<file path="src/rtl/fc_pkg.sv">
package fc_pkg;

  // Build the read-only information word: count low, width above it.
  function automatic logic [31:0] fc_cfg_word(input int unsigned nch, input int unsigned wbits);
    logic [31:0] w;
    w = '0;
    w[15:0]  = nch[15:0];
    w[23:16] = wbits[7:0];
    return w;
  endfunction

  function automatic int unsigned fc_idx_w(input int unsigned n);
    return (n > 1) ? $clog2(n) : 1;
  endfunction

endpackage

</file>
<file path="src/rtl/fc_rst_sync.sv">
module fc_rst_sync #(
  parameter int SYNC_STAGES = 2
) (
  input  logic clk,
  input  logic arst_n,
  output logic srst_n
);

  logic [SYNC_STAGES-1:0] sync_q;
  logic [SYNC_STAGES-1:0] sync_d;

  always_comb begin
    sync_d = {sync_q[SYNC_STAGES-2:0], 1'b1};
  end

  always_ff @(posedge clk or negedge arst_n) begin
    if (!arst_n) sync_q <= '0;
    else         sync_q <= sync_d;
  end

  assign srst_n = sync_q[SYNC_STAGES-1];

endmodule

</file>
<file path="src/rtl/fc_store.sv">
module fc_store #(
  parameter int NUM_CH = 10,
  parameter int WORD_W = 32,
  parameter int CH_AW  = 4
) (
  input  logic              clk,
  input  logic              rst_n,
  input  logic              wr_en,
  input  logic [CH_AW-1:0]  wr_ch,
  input  logic [WORD_W-1:0] wr_data,
  input  logic [CH_AW-1:0]  rd_ch,
  output logic [WORD_W-1:0] rd_data
);

  logic [WORD_W-1:0] words_q [NUM_CH];
  logic [WORD_W-1:0] words_d [NUM_CH];
  logic [NUM_CH-1:0] wr_hit;

  genvar gi;
  generate
    for (gi = 0; gi < NUM_CH; gi++) begin : g_word
      assign wr_hit[gi] = wr_en && (wr_ch == CH_AW'(gi));

      always_comb begin
        words_d[gi] = wr_hit[gi] ? wr_data : words_q[gi];
      end

      always_ff @(posedge clk or negedge rst_n) begin
        if (!rst_n)          words_q[gi] <= '0;
        else if (wr_hit[gi]) words_q[gi] <= words_d[gi];
      end

      // a word only moves when its own channel is written
      assert_word_hold_R3: assert property (@(posedge clk) disable iff (!rst_n)
        !wr_hit[gi] |=> $stable(words_q[gi]));
    end
  endgenerate

  always_comb begin
    rd_data = '0;
    for (int i = 0; i < NUM_CH; i++) begin
      if (rd_ch == CH_AW'(i)) rd_data = words_q[i];
    end
  end

  assert_store_R2: assert property (@(posedge clk) disable iff (!rst_n)
    (wr_en && ({1'b0, wr_ch} < (CH_AW+1)'(NUM_CH))) |=> (words_q[$past(wr_ch)] == $past(wr_data)));

endmodule

</file>
<file path="src/rtl/fc_pending.sv">
module fc_pending #(
  parameter int NUM_CH = 10
) (
  input  logic              clk,
  input  logic              rst_n,
  input  logic [NUM_CH-1:0] set_vec,
  input  logic [NUM_CH-1:0] clr_vec,
  output logic [NUM_CH-1:0] pend_q
);

  logic [NUM_CH-1:0] pend_d;
  logic              pend_upd;

  always_comb begin
    // the set is applied after the clear, so a write wins a collision
    pend_d   = (pend_q & ~clr_vec) | set_vec;
    pend_upd = |(set_vec | clr_vec);
  end

  always_ff @(posedge clk or negedge rst_n) begin
    if (!rst_n)        pend_q <= '0;
    else if (pend_upd) pend_q <= pend_d;
  end

  genvar gi;
  generate
    for (gi = 0; gi < NUM_CH; gi++) begin : g_chk
      // a write always leaves the bit set
      assert_set_wins_R6: assert property (@(posedge clk) disable iff (!rst_n)
        set_vec[gi] |=> pend_q[gi]);
      assert_clear_R5: assert property (@(posedge clk) disable iff (!rst_n)
        (clr_vec[gi] && !set_vec[gi]) |=> !pend_q[gi]);
      assert_hold_R4: assert property (@(posedge clk) disable iff (!rst_n)
        (pend_q[gi] && !clr_vec[gi]) |=> pend_q[gi]);
      assert_rise_cause_R4: assert property (@(posedge clk) disable iff (!rst_n)
        $rose(pend_q[gi]) |-> $past(set_vec[gi]));
    end
  endgenerate

endmodule

</file>
<file path="src/rtl/fc_group_irq.sv">
module fc_group_irq #(
  parameter int NUM_CH   = 10,
  parameter int GROUP_SZ = 4,
  parameter int NUM_GRP  = 3
) (
  input  logic [NUM_CH-1:0]  pend,
  output logic [NUM_GRP-1:0] irq_grp
);

  localparam int PAD_W = NUM_GRP * GROUP_SZ;

  logic [PAD_W-1:0] pend_pad;

  generate
    if (PAD_W > NUM_CH) begin : g_pad
      assign pend_pad = {{(PAD_W-NUM_CH){1'b0}}, pend};
    end else begin : g_nopad
      assign pend_pad = pend;
    end
  endgenerate

  genvar gg;
  generate
    for (gg = 0; gg < NUM_GRP; gg++) begin : g_or
      assign irq_grp[gg] = |pend_pad[gg*GROUP_SZ +: GROUP_SZ];
    end
  endgenerate

endmodule

</file>
<file path="src/rtl/fastchan_hub.sv">
module fastchan_hub #(
  parameter int NUM_CH      = 10,
  parameter int WORD_W      = 32,
  parameter int GROUP_SZ    = 4,
  parameter int SYNC_STAGES = 2,
  localparam int CH_AW      = fc_pkg::fc_idx_w(NUM_CH),
  localparam int NUM_GRP    = (NUM_CH + GROUP_SZ - 1) / GROUP_SZ,
  localparam int GW         = fc_pkg::fc_idx_w(NUM_GRP)
) (
  input  logic                clk,
  input  logic                rst_n,
  input  logic                snd_wr_en,
  input  logic [CH_AW-1:0]    snd_wr_ch,
  input  logic [WORD_W-1:0]   snd_wr_data,
  input  logic [CH_AW-1:0]    rcv_rd_ch,
  output logic [WORD_W-1:0]   rcv_rd_data,
  input  logic                rcv_clr_en,
  input  logic [GW-1:0]       rcv_clr_grp,
  input  logic [GROUP_SZ-1:0] rcv_clr_mask,
  output logic [NUM_CH-1:0]   irq_ch,
  output logic [NUM_GRP-1:0]  irq_grp,
  output logic [31:0]         cfg_info
);

  localparam int PAD_W = NUM_GRP * GROUP_SZ;

  logic              srst_n;
  logic [NUM_CH-1:0] set_vec;
  logic [PAD_W-1:0]  clr_pad;
  logic [NUM_CH-1:0] clr_vec;
  logic [NUM_CH-1:0] pend_q;
  logic              wr_oob;

  fc_rst_sync #(.SYNC_STAGES(SYNC_STAGES)) u_rst (
    .clk    (clk),
    .arst_n (rst_n),
    .srst_n (srst_n)
  );

  // write decode: indices past the last channel select nothing
  genvar gi;
  generate
    for (gi = 0; gi < NUM_CH; gi++) begin : g_set
      assign set_vec[gi] = snd_wr_en && (snd_wr_ch == CH_AW'(gi));
    end
  endgenerate

  // clear decode: one mask slice per group, out-of-range group matches none
  genvar gg;
  generate
    for (gg = 0; gg < NUM_GRP; gg++) begin : g_clr
      assign clr_pad[gg*GROUP_SZ +: GROUP_SZ] =
        (rcv_clr_en && (rcv_clr_grp == GW'(gg))) ? rcv_clr_mask : '0;
    end
  endgenerate

  assign clr_vec = clr_pad[NUM_CH-1:0];
  assign wr_oob  = snd_wr_en && ({1'b0, snd_wr_ch} >= (CH_AW+1)'(NUM_CH));

  fc_store #(.NUM_CH(NUM_CH), .WORD_W(WORD_W), .CH_AW(CH_AW)) u_store (
    .clk     (clk),
    .rst_n   (srst_n),
    .wr_en   (snd_wr_en),
    .wr_ch   (snd_wr_ch),
    .wr_data (snd_wr_data),
    .rd_ch   (rcv_rd_ch),
    .rd_data (rcv_rd_data)
  );

  fc_pending #(.NUM_CH(NUM_CH)) u_pend (
    .clk     (clk),
    .rst_n   (srst_n),
    .set_vec (set_vec),
    .clr_vec (clr_vec),
    .pend_q  (pend_q)
  );

  fc_group_irq #(.NUM_CH(NUM_CH), .GROUP_SZ(GROUP_SZ), .NUM_GRP(NUM_GRP)) u_grp (
    .pend    (pend_q),
    .irq_grp (irq_grp)
  );

  assign irq_ch   = pend_q;
  assign cfg_info = fc_pkg::fc_cfg_word(NUM_CH, WORD_W);

  assert_oob_ignored_R8: assert property (@(posedge clk) disable iff (!srst_n)
    (wr_oob && !rcv_clr_en) |=> $stable(irq_ch));

  assert_grp_rise_R7: assert property (@(posedge clk) disable iff (!srst_n)
    (irq_grp == '0 && !snd_wr_en) |=> (irq_grp == '0));

endmodule

</file>
<file path="config.mk">
export PLATFORM = sky130hd
export DESIGN_NAME = fastchan_hub
export DESIGN_NICKNAME = d
export VERILOG_FILES = /design/src/rtl/fc_pkg.sv /design/src/rtl/fc_rst_sync.sv /design/src/rtl/fc_store.sv /design/src/rtl/fc_pending.sv /design/src/rtl/fc_group_irq.sv /design/src/rtl/fastchan_hub.sv
export SDC_FILE = /design/constraint.sdc
export NUM_CORES = 1
export LEC_CHECK = 0
export BUFFER_PORTS_ARGS = -buffer_cell sky130_fd_sc_hd__buf_2
export CAP_MARGIN = 40
export CORE_MARGIN = 2
export CORE_UTILIZATION = 40
export CTS_BUF_LIST = sky130_fd_sc_hd__clkbuf_8
export CTS_CLUSTER_SIZE = 24
export DETAILED_ROUTE_END_ITERATION = 10
export HOLD_SLACK_MARGIN = 0.1
export PLACE_DENSITY = 0.67
export RECOVER_POWER = 100
export SLEW_MARGIN = 10
export SYNTH_ARGS = -nofsm -noshare
export SYNTH_HDL_FRONTEND = slang
export SYNTH_SLANG_ARGS = --single-unit
</file>
<file path="constraint.sdc">
create_clock -name clk -period 9.2 [get_ports clk]
set_input_delay 1.84 -clock clk [delete_from_list [all_inputs] [get_ports clk]]
set_output_delay 1.84 -clock clk [all_outputs]
set_load 0.03 [all_outputs]
</file>
==> reports/summary.log <==
INFO  status         run_status=finished, violations left
INFO  status         violations=max-capacitance violations, max-slew violations
INFO  sta            setup_repair_after_global_routing_missed_its_margin=false
INFO  logic_synthesis ys_ff_latch=332
INFO  placed_design  finalWeightedCongestion=0.7346
INFO  clocking       clockRootBuffer=clkbuf_8
INFO  route          post_drt_via_cell_ratio=5.425
INFO  floorplan      dieArea=0.04125sqmm
INFO  power_and_ir_drop power.static_leakage=7.874nW
INFO  clocking       ctsHoldBuffers=0
INFO  logic_synthesis syn_inst=1218
INFO  final_layout   utilization=0.4497
INFO  sta            max_slew.worst_pin.slew=4674ps
INFO  grt            grt_pass1_vias=10590
INFO  power_and_ir_drop power_per_cell_area=229.6mW/mm^2
INFO  logic_synthesis synth-async-reset-ratio=1.000
INFO  placed_design  place.detailed.instances=1742
INFO  logic_synthesis synth-main-ff-cell=dfrtp_1
INFO  logic_synthesis synth_compound_gate_area_share=0.07670
INFO  critical_path  critPathKind=in -> out
INFO  floorplan      rows=72
INFO  sta            period_share=0.7932
INFO  clocking       numCtsBuffers=54
INFO  clocking       clkTransAtPathRegs=50ps
INFO  logic_synthesis synth_xor_area_frac=0
INFO  floorplan      floorplan.io_pins=127
INFO  final_layout   fill_cell_count=3607
INFO  power_and_ir_drop worst_ir_drop_vdd=0.1089mV
INFO  logic_synthesis synthesis.area=0.01586sqmm
INFO  route          detailroute.via_count=10000
INFO  clocking       htree_num_levels=2
INFO  logic_synthesis synth_warnings=0
INFO  logic_synthesis synth_edf_count=0
INFO  critical_path  setup.worst_path.end_class=output pin
INFO  sta            timing.setup.tns=0ps
INFO  sta            timing.final.crit_period=7297ps
INFO  route          drt_first_pass_iters=5
INFO  final_layout   stdcell_count=1844
INFO  sta            final_max_slew_viol_count=589
INFO  route          drt-total-wl=39220um
INFO  critical_path  critPathMaxFanout=28
INFO  placed_design  port_buffers=94
INFO  floorplan      core_region_area=0.03892sqmm
INFO  sta            fin_skew=24.32ps
INFO  clocking       cts_sinks=332
INFO  logic_synthesis combinational_family_with_the_most_area_after_synthesis=multiplexers
INFO  route          post-route-drc-count=0
INFO  min_path       class_of_the_worst_hold_path=reg -> reg
INFO  sta            max_freq=0.1370GHz
INFO  logic_synthesis synth_seq_area_share=0.5239
INFO  clocking       tritoncts_clock_tree=done
INFO  final_layout   drive_above_1_share=0.3537
INFO  grt            grt_max_degree=188
INFO  sta            final_hold_viol_count=0
INFO  clocking       clock_latency=600ps
INFO  floorplan      initial_utilization=0.4074
INFO  logic_synthesis yosysTopAreaCell=dfrtp_1
INFO  critical_path  worstPathArrival=5460ps
INFO  logic_synthesis post_synth_most_frequent_cells=dfrtp_1, mux2_2, mux2i_1
INFO  sta            timing.slew.headroom=-2.116
INFO  logic_synthesis post_synth_and_or_nand_nor_area_fraction=0.04127
INFO  logic_synthesis synth_fa_ha_area_frac=0
INFO  sta            timing.final.ws_setup=1903ps
INFO  placed_design  post-dp-hpwl=22540um
INFO  logic_synthesis post_synth_mux_area_share=0.3061
INFO  critical_path  setup.worst_path.start_class=input port
INFO  logic_synthesis synth_largest_type_area_fraction=0.5239
INFO  critical_path  worst-endpoint-required=7360ps
INFO  floorplan      y_dimension_of_the_die=203.1um
INFO  route          first_iter_violations=580
INFO  job            drv_cap=12
INFO  clocking       clock_tree.buffer_depth=3
INFO  logic_synthesis synth_cell_types=49
INFO  grt            grt_antenna_before_repair=4
INFO  logic_synthesis postSynthAreaPerCell=13.02squm
INFO  logic_synthesis synth_area_leaders=dfrtp_1, mux2_2, mux2i_1
INFO  sta            setup-violations-final=0
INFO  floorplan      die_width=203.1um
INFO  clocking       cts_resized=0
INFO  final_layout   final_nets=1331
INFO  grt            grt_first_pass_wirelength=61920um
INFO  final_layout   area_delta_synth_final=10.38%
INFO  power_and_ir_drop p_total=0.004019W
INFO  grt            gr-usage-all-layers=0.1942
INFO  logic_synthesis synth.most_common_cell=dfrtp_1
INFO  route          route.detailed.wl_per_inst=21.27um
INFO  placed_design  placement.setup.worst_slack=2760ps
INFO  route          drtAntennaViolNets=0
INFO  clocking       post_cts.repair.setup_buffers=0
INFO  grt            grt.overflow.total=0
[metrics by stage]
stage               hold WS (ps)  area [sq um]
global placement           333.6         16470
CTS                        351.9         17770
floorplan                  331.1         15970
finish                     348.7         17500
global route               365.4         17500
detailed placement         338.1         16640
[worst paths after layout]
path                                           start                          endpoint  slack [ps]  cells past startpoint
min in group asynchronous                      rst_n         u_rst.sync_q[1]$_DFF_PN0_        1030                      1
max                                     rcv_rd_ch[1]                   rcv_rd_data[25]        1900                      6
max in group asynchronous  u_rst.sync_q[1]$_DFF_PN0_  u_store.words_q[173]$_DFFE_PN0P_        4400                      1
max reg2reg                u_rst.sync_q[1]$_DFF_PN0_  u_store.words_q[173]$_DFFE_PN0P_        4400                      1
min reg2reg                u_rst.sync_q[0]$_DFF_PN0_         u_rst.sync_q[1]$_DFF_PN0_         350                      0
min                        u_rst.sync_q[0]$_DFF_PN0_         u_rst.sync_q[1]$_DFF_PN0_         350                      0
[cells in the final DEF (no fill, tap or decap), drive strengths merged, types with 5 or more instances in the layout]
cell type	Yosys	routed
nand4b	5	5
mux2	344	344
clkinv	1	6
nand2	45	45
o22ai	21	21
a21oi	42	42
a22oi	9	9
o21a	8	8
dfrtp	332	332
nor2b	7	7
a21o	19	19
a211oi	5	5
o22a	8	8
buf	129	60
nor3	6	6
o21ai	32	32
and3b	5	5
mux2i	87	87
o221ai	23	23
nor2	27	27
a31oi	8	8
nand2b	9	9
clkbuf	16	133
inv	1	20
conb	2	33
[critical path, stage by stage]
cell	delay (ps)
clkbuf_1	1120
nand3b_1	920
clkbuf_1	650
o22a_1	330
o22ai_1	230
clkbuf_1	340
[report_power, final]
group,internal [W],total (W),leakage (nW),switching (W)
Combinational,0.000379,0.000745,3.15,0.000366
Sequential,0.00180,0.00197,4.07,0.000168
Clock,0.000723,0.00131,0.653,0.000585
[cell type report]
| class | instances | area [sq um] | area share |
|---|---|---|---|
| well taps | 518 | 648.1 | 0.03703 |
| diodes | 3 | 7.507 | 0.0004289 |
| inverters | 2 | 7.507 | 0.0004289 |
| flip-flops and latches | 332 | 8312 | 0.4749 |
| repair buffers | 121 | 639.4 | 0.03653 |
| clock inverters | 26 | 133.9 | 0.007649 |
| clock buffers | 72 | 991.0 | 0.05662 |
| multi-input cells | 770 | 6764 | 0.3864 |
[kinds of logic after synthesis]
family	after synthesis
multiplexers	431
flip-flops	332
AO/OA/AOI/OAI	185
buffers and inverters	147
AND/OR/NAND/NOR	121
other	2
[per-layer routing]
metal	part of all wire	GRT usage
met5	0.00028	0
met3	0.051	0.03772
met4	0.020	0.06204
met2	0.47	0.3127
met1	0.46	0.2647
[state kept, by name (all words and copies together), names as in the netlist]
register / cells
u_store.words_q: 320
u_pend.pend_q: 10
u_rst.sync_q: 2
Power figures use the tool's default switching activity.
